`config.mk`:
```
export PLATFORM = sky130hd
export DESIGN_NAME = imul_unit
export DESIGN_NICKNAME = d
export VERILOG_FILES = /design/src/rtl/imul_pkg.sv /design/src/rtl/imul_prep.sv /design/src/rtl/imul_core.sv /design/src/rtl/imul_finish.sv /design/src/rtl/imul_unit.sv
export SDC_FILE = /design/constraint.sdc
export NUM_CORES = 2
export LEC_CHECK = 0
export BUFFER_PORTS_ARGS = -buffer_cell sky130_fd_sc_hd__buf_4
export CAP_MARGIN = 0
export CORE_MARGIN = 3
export CORE_UTILIZATION = 25
export DETAILED_ROUTE_END_ITERATION = 8
export GPL_TIMING_DRIVEN = 0
export PLACE_DENSITY = 0.42
export SYNTH_ARGS = -nofsm -noshare
export SYNTH_HDL_FRONTEND = slang
export SYNTH_SLANG_ARGS = --single-unit
```
`constraint.sdc`:
```
create_clock -name clk -period 5.47 [get_ports clk]
set_input_delay 0.2735 -clock clk [delete_from_list [all_inputs] [get_ports clk]]
set_output_delay 0.2735 -clock clk [all_outputs]
set_load 0.05 [all_outputs]
```
`src/rtl/imul_pkg.sv`:
```
package imul_pkg;

    typedef enum logic [1:0] {
        OP_LO  = 2'b00,
        OP_HSS = 2'b01,
        OP_HSU = 2'b10,
        OP_HUU = 2'b11
    } mul_op_e;

    typedef enum logic [1:0] {
        ST_IDLE = 2'b00,
        ST_CALC = 2'b01,
        ST_DONE = 2'b10
    } mul_state_e;

endpackage

```
`src/rtl/imul_prep.sv`:
```
module imul_prep
    import imul_pkg::*;
#(
    parameter int XLEN = 32
) (
    input  mul_op_e          op,
    input  logic [XLEN-1:0]  a,
    input  logic [XLEN-1:0]  b,
    output logic [XLEN-1:0]  a_mag,
    output logic [XLEN-1:0]  b_mag,
    output logic             neg
);
    logic a_signed, b_signed, a_neg, b_neg;

    always_comb begin
        a_signed = (op == OP_HSS) || (op == OP_HSU);
        b_signed = (op == OP_HSS);
        a_neg    = a_signed & a[XLEN-1];
        b_neg    = b_signed & b[XLEN-1];
        a_mag    = a_neg ? (~a + XLEN'(1)) : a;
        b_mag    = b_neg ? (~b + XLEN'(1)) : b;
        neg      = a_neg ^ b_neg;
    end
endmodule

```
`src/rtl/imul_core.sv`:
```
module imul_core #(
    parameter int XLEN  = 32,
    parameter int DIGIT = 8
) (
    input  logic              clk,
    input  logic              rst,
    input  logic              load,
    input  logic              step,
    input  logic [XLEN-1:0]   a_mag,
    input  logic [XLEN-1:0]   b_mag,
    output logic [2*XLEN-1:0] prod
);
    localparam int PW = 2 * XLEN;

    logic [PW-1:0]   a_sh;
    logic [XLEN-1:0] b_sh;
    logic [PW-1:0]   acc;
    logic [PW-1:0]   partial;

    generate
        if (DIGIT == 1) begin : g_bitwise
            always_comb partial = b_sh[0] ? a_sh : '0;
        end else begin : g_digit
            always_comb partial = a_sh * {{(PW-DIGIT){1'b0}}, b_sh[DIGIT-1:0]};
        end
    endgenerate

    always_ff @(posedge clk) begin
        if (rst) begin
            a_sh <= '0;
            b_sh <= '0;
            acc  <= '0;
        end else if (load) begin
            a_sh <= {{XLEN{1'b0}}, a_mag};
            b_sh <= b_mag;
            acc  <= '0;
        end else if (step) begin
            acc  <= acc + partial;
            a_sh <= a_sh << DIGIT;
            b_sh <= b_sh >> DIGIT;
        end
    end

    assign prod = acc;
endmodule

```
`src/rtl/imul_finish.sv`:
```
module imul_finish #(
    parameter int XLEN = 32
) (
    input  logic [2*XLEN-1:0] prod,
    input  logic              neg,
    input  logic              hi,
    output logic [XLEN-1:0]   res
);
    logic [2*XLEN-1:0] signed_prod;

    always_comb begin
        signed_prod = neg ? (~prod + (2*XLEN)'(1)) : prod;
        res         = hi ? signed_prod[2*XLEN-1:XLEN] : signed_prod[XLEN-1:0];
    end
endmodule

```
`src/rtl/imul_unit.sv`:
```
module imul_unit
    import imul_pkg::*;
#(
    parameter int XLEN  = 32,
    parameter int DIGIT = 8,
    parameter int RIDX  = 5
) (
    input  logic            clk,
    input  logic            rst,
    input  logic            start_i,
    input  logic [2:0]      op_i,
    input  logic [XLEN-1:0] rs1_val_i,
    input  logic [XLEN-1:0] rs2_val_i,
    input  logic [RIDX-1:0] rd_i,
    output logic            busy_o,
    output logic            done_o,
    output logic [XLEN-1:0] result_o,
    output logic [RIDX-1:0] rd_o,
    output logic            wr_en_o
);
    localparam int STEPS   = XLEN / DIGIT;
    localparam int CW      = $clog2(STEPS) + 1;
    localparam int LATENCY = STEPS + 1;

    mul_state_e      state, state_nx;
    logic [CW-1:0]   cnt;
    mul_op_e         op_q;
    logic            neg_q;
    logic [RIDX-1:0] rd_q;

    logic            accept;
    logic            last_digit;
    mul_op_e         op_in;
    logic [XLEN-1:0] a_mag, b_mag;
    logic            neg_in;
    logic [2*XLEN-1:0] prod;
    logic [XLEN-1:0] res;

    assign op_in      = mul_op_e'(op_i[1:0]);
    assign accept     = start_i && (state == ST_IDLE) && !op_i[2];
    assign last_digit = (cnt == CW'(STEPS - 1));

    imul_prep #(.XLEN(XLEN)) u_prep (
        .op    (op_in),
        .a     (rs1_val_i),
        .b     (rs2_val_i),
        .a_mag (a_mag),
        .b_mag (b_mag),
        .neg   (neg_in)
    );

    imul_core #(.XLEN(XLEN), .DIGIT(DIGIT)) u_core (
        .clk   (clk),
        .rst   (rst),
        .load  (accept),
        .step  (state == ST_CALC),
        .a_mag (a_mag),
        .b_mag (b_mag),
        .prod  (prod)
    );

    imul_finish #(.XLEN(XLEN)) u_finish (
        .prod (prod),
        .neg  (neg_q),
        .hi   (op_q != OP_LO),
        .res  (res)
    );

    // state register
    always_ff @(posedge clk) begin
        if (rst) state <= ST_IDLE;
        else     state <= state_nx;
    end

    // next-state logic
    always_comb begin
        state_nx = state;
        unique case (state)
            ST_IDLE: if (accept)     state_nx = ST_CALC;
            ST_CALC: if (last_digit) state_nx = ST_DONE;
            ST_DONE:                 state_nx = ST_IDLE;
            default:                 state_nx = ST_IDLE;
        endcase
    end

    // operation context and digit counter
    always_ff @(posedge clk) begin
        if (rst) begin
            cnt   <= '0;
            op_q  <= OP_LO;
            neg_q <= 1'b0;
            rd_q  <= '0;
        end else if (accept) begin
            cnt   <= '0;
            op_q  <= op_in;
            neg_q <= neg_in;
            rd_q  <= rd_i;
        end else if (state == ST_CALC) begin
            cnt   <= cnt + CW'(1);
        end
    end

    // outputs
    always_comb begin
        busy_o   = 1'b0;
        done_o   = 1'b0;
        result_o = '0;
        rd_o     = '0;
        wr_en_o  = 1'b0;
        unique case (state)
            ST_IDLE: ;
            ST_CALC: busy_o = 1'b1;
            ST_DONE: begin
                busy_o   = 1'b1;
                done_o   = 1'b1;
                result_o = res;
                rd_o     = rd_q;
                wr_en_o  = (rd_q != '0);
            end
            default: ;
        endcase
    end

    initial begin
        if (XLEN % DIGIT != 0) $error("DIGIT must divide XLEN");
        if (LATENCY < 2)       $error("latency below two cycles");
    end
endmodule

```
==> key figures <==
Timing
  • Clk_skew: 0.0358 ns
  • RSZ-0062 raised after global routing: true
  • Final setup viols: 7
  • Hold Slack: 0.0312 ns
  • Final min period: 5.53 ns
  • Slew headroom: 0.288
  • Max Slew Vio Count: 0
  • Period utilization: 1.01
  • Measured slew at the worst slew-check pin: 1.07 ns
  • Final Worst Setup Slack: -0.0574 ns
  • Final Hold Viols: 0
  • Fmax: 0.181 GHz

Pwr
  • Seq pwr share: 0.313
  • PD cells: 147 nW/um^2
  • Sw Ratio: 0.418
  • Sw power: 1.95 mW
  • Internal power: 2.70 mW
  • Combinational power share: 0.388
  • P_leak: 14.2 nW
  • Clock Power Share: 0.299
  • Peak supply drop: 0.170 mV

Yosys
  • Synth warn: 0
  • Post-synth top flop: dfxtp_1
  • Mapped Nets: 3716
  • Avg Cell Area, Syn: 8.34 sq um
  • Cells after synthesis: 3149
  • Distinct cell type count after synthesis: 72
  • Async SR Flop Fraction: 0
  • Yosys reg bits: 173
  • Post-Syn Area: 26300 sq um
  • Sequential fraction of the synthesis area: 0.132
  • Number of synthesized flops with an enable pin: 0

Hold path
  • Worst Hold Class: in -> reg
  • Hold Path Origin: rd_i[0]
  • Hold Path End: rd_q[0]$_SDFFE_PP0P_
  • Hold depth: 3

Global route
  • Largest net degree at the start of global routing: 20
  • Total gr overflow: 0
  • Vias in the first global route: 22712
  • Antenna violations before repair: 15
  • First-pass GRT wire length: 152 mm
  • All-Layer GR Usage: 0.190

Floorplan
  • Initial Util: 0.253
  • FP Rows: 118
  • Die area: 109000 sq um
  • I/O Pins: 115
  • Die span in x: 330 um
  • Core box area: 104000 sq um
  • Die Y: 330 um

Route
  • Drt first pass iters: 5
  • Wire per inst: 21.8 um
  • DR DRC count: 0
  • Post-Route WL: 103 mm
  • Antenna Nets Post-Route: 0
  • Via count: 21863
  • Iter 0 DRT Violations: 1640
  • DR vias/cell: 4.65

Critical path
  • Startpoint Class: flip-flop
  • R2R Path Start: u_core.b_sh[7]$_SDFFE_PP0P_
  • Crit path capture type: flip-flop
  • Reg-to-reg slack, setup: -0.06 ns
  • R2r worst-path depth: 19
  • Worst EP required: 5.90 ns
  • Arr. time, crit path: 5.96 ns
  • R2R Path End: u_core.prod[53]$_SDFFE_PP0P_
  • Crit-path max FO: 12
  • Kind of critical path: reg -> reg

Finish
  • Filler Cells Inserted: 11315
  • Layout cell share with drive strength beyond 1: 0.143
  • Final #Nets: 3859
  • Final Instance Area: 31700 sq um
  • Layout area overhead: 20.8%
  • Non-Filler Instances: 4699

Clock network
  • Clock latency on the worst-skew pair: 0.53 ns
  • Root buffer cell: clkbuf_16
  • CTS tree: done
  • Clk buf depth: 2
  • H-tree levels: 4
  • Sink Count: 173
  • Clk slew on worst S/H paths: 0.09 ns
  • Number of buffers created by CTS: 17

Placement
  • I/O Buffers: 114
  • DP HPWL: 82.3 mm
  • RD Place Congestion: 0.893
  • Pre-CTS setup slack: -3.31 ns
  • Placed insts: 4643
  • Area after DPL: 28900 sq um

Outcome
  • Outcome: finished, violations left
  • Violated checks: setup timing

Flow run
  • Max-Cap Viols: 0
[logic make-up (layout without fill, tap and decap cells)]
family                     count (synthesis)  count (layout)  synth area share
and+or+nand+nor                         1007            1007             0.194
AOI/OAI and AO/OA                        466             466             0.115
DFF                                      173             173             0.132
other                                      0              14                 0
xor gates and xnor gates                 186             186            0.0620
buffers and inverters                    709             865             0.102
adders and majority gates                492             492             0.352
muxes                                    116             116            0.0443
[how the worst max path moves through the flow]
stage	from	endpoint	slack, ns	cells after the start
CTS	u_core.b_sh[7]$_SDFFE_PP0P_	u_core.prod[53]$_SDFFE_PP0P_	-0.15	21
global route	u_core.b_sh[1]$_SDFFE_PP0P_	u_core.prod[56]$_SDFFE_PP0P_	-0.19	24
global placement	u_core.b_sh[7]$_SDFFE_PP0P_	u_core.prod[53]$_SDFFE_PP0P_	-3.47	19
detailed placement	u_core.b_sh[7]$_SDFFE_PP0P_	u_core.prod[53]$_SDFFE_PP0P_	-3.31	21
floorplan	u_core.b_sh[0]$_SDFFE_PP0P_	u_core.prod[60]$_SDFFE_PP0P_	0.04	22
finish	u_core.b_sh[7]$_SDFFE_PP0P_	u_core.prod[53]$_SDFFE_PP0P_	-0.06	19
[critical path: stages, from the launching register on]
cell,delay (ns)
dfxtp_4,0.38
clkbuf_16,0.19
clkbuf_8,0.23
and2_1,0.20
fa_1,0.39
fa_1,0.53
fa_1,0.51
inv_1,0.05
fa_1,0.48
inv_1,0.04
ha_2,0.43
nand4_1,0.17
or4_4,0.59
a211oi_4,0.28
a2111oi_4,0.08
buf_6,0.15
o21ai_4,0.20
o21ai_2,0.10
xor2_2,0.19
a211oi_2,0.22
[synth_stat cells, types with 4 or more instances]
| cell type | count | share of area |
|---|---|---|
| nand2_1 | 282 | 0.040 |
| o211a_1 | 10 | 0.0038 |
| xnor2_1 | 131 | 0.044 |
| nand4_1 | 25 | 0.0060 |
| a311oi_1 | 5 | 0.0017 |
| xor2_1 | 55 | 0.018 |
| and2_1 | 346 | 0.082 |
| dfxtp_1 | 173 | 0.13 |
| o211ai_1 | 6 | 0.0017 |
| a211oi_1 | 66 | 0.019 |
| or2_2 | 6 | 0.0014 |
| nand2b_1 | 9 | 0.0021 |
| or4_1 | 9 | 0.0026 |
| clkbuf_1 | 165 | 0.024 |
| a21o_1 | 31 | 0.0089 |
| o21ai_0 | 109 | 0.021 |
| nor2_1 | 204 | 0.029 |
| o22ai_1 | 4 | 0.00095 |
| o21a_1 | 10 | 0.0029 |
| o41ai_1 | 15 | 0.0050 |
| or3_1 | 16 | 0.0038 |
| o31ai_1 | 27 | 0.0077 |
| o21bai_1 | 10 | 0.0029 |
| fa_1 | 410 | 0.31 |
| o221ai_1 | 4 | 0.0013 |
| nor4_1 | 13 | 0.0031 |
| and3_1 | 8 | 0.0019 |
| inv_1 | 498 | 0.071 |
| ha_1 | 82 | 0.039 |
| nor2b_1 | 13 | 0.0031 |
| buf_1 | 43 | 0.0061 |
| a21oi_1 | 137 | 0.026 |
| mux2i_1 | 115 | 0.044 |
| nor3_1 | 25 | 0.0048 |
| nand3_1 | 34 | 0.0065 |
[power groups by stage]
stage | logic, mW | registers, mW | clock network [mW]
2_1_floorplan | 1.03 | 1.37 | 0
5_1_grt | 1.97 | 1.47 | 1.47
3_5_place_dp | 1.62 | 1.39 | 0
4_1_cts | 1.75 | 1.45 | 1.43
3_3_place_gp | 1.63 | 1.39 | 0
6_report | 1.80 | 1.45 | 1.39
[flip-flops by register name, summed over array words and instances (netlist names)]
| register | flops |
|---|---|
| u_core.prod | 64 |
| op_q | 2 |
| u_core.b_sh | 32 |
| u_core.a_sh | 64 |
| state | 2 |
| cnt | 3 |
| neg_q | 1 |
| rd_q | 5 |
[per-stage QoR]
step / TNS, ns / utilization / power [mW]
floorplan: 0 / - / 2.39
global placement: -122.46 / 0.278 / 3.02
detailed placement: -107.55 / 0.278 / 3.01
CTS: -0.767 / 0.299 / 4.63
global route: -2.37 / 0.305 / 4.90
finish: -0.242 / 0.305 / 4.65
[per-layer routing]
metal | vias to the layer above | GRT usage | part of all wire
met5 | - | 0 | 0
met4 | 0 | 0.0469 | 0.019
met3 | 67 | 0.0421 | 0.070
met2 | 540 | 0.284 | 0.43
met1 | 11044 | 0.276 | 0.48
li1 | 10212 | - | -
[cell type report]
cell class	count	area [sq um]	share of cell area
multi-input cells	2267	21100	0.667
diodes	14	35.0	0.00110
repair buffers	190	1590	0.0502
flip-flops and latches	173	3520	0.111
plain buffers	145	1210	0.0383
clock inverters	15	194	0.00611
well taps	1380	1730	0.0544
clock buffers	17	425	0.0134
inverters	498	1870	0.0589
[layout by cell type (no fill, tap or decap), drive strengths merged, types with 16 or more instances in the layout]
master,Yosys,final
or3,16,16
o31ai,30,30
mux2i,115,115
a21oi,137,137
fa,410,410
nand2,282,282
clkbuf,165,139
xnor2,131,131
dfxtp,173,173
buf,46,209
xor2,55,55
inv,498,505
nand4,26,26
o21ai,111,111
o41ai,18,18
nor3,26,26
nand3,35,35
a211oi,66,66
and2,347,347
a21o,31,31
nor2,205,205
ha,82,82
[timing repair]
action	in CTS	in global routing
cloned	2	1
endpoints found under the setup margin	55	31
pin swaps	69	56
endpoints found under the hold margin	4	0
setup buffers	47	22
gates resized for setup	313	109
hold buffers	4	0
Power figures use the tool's default switching activity.
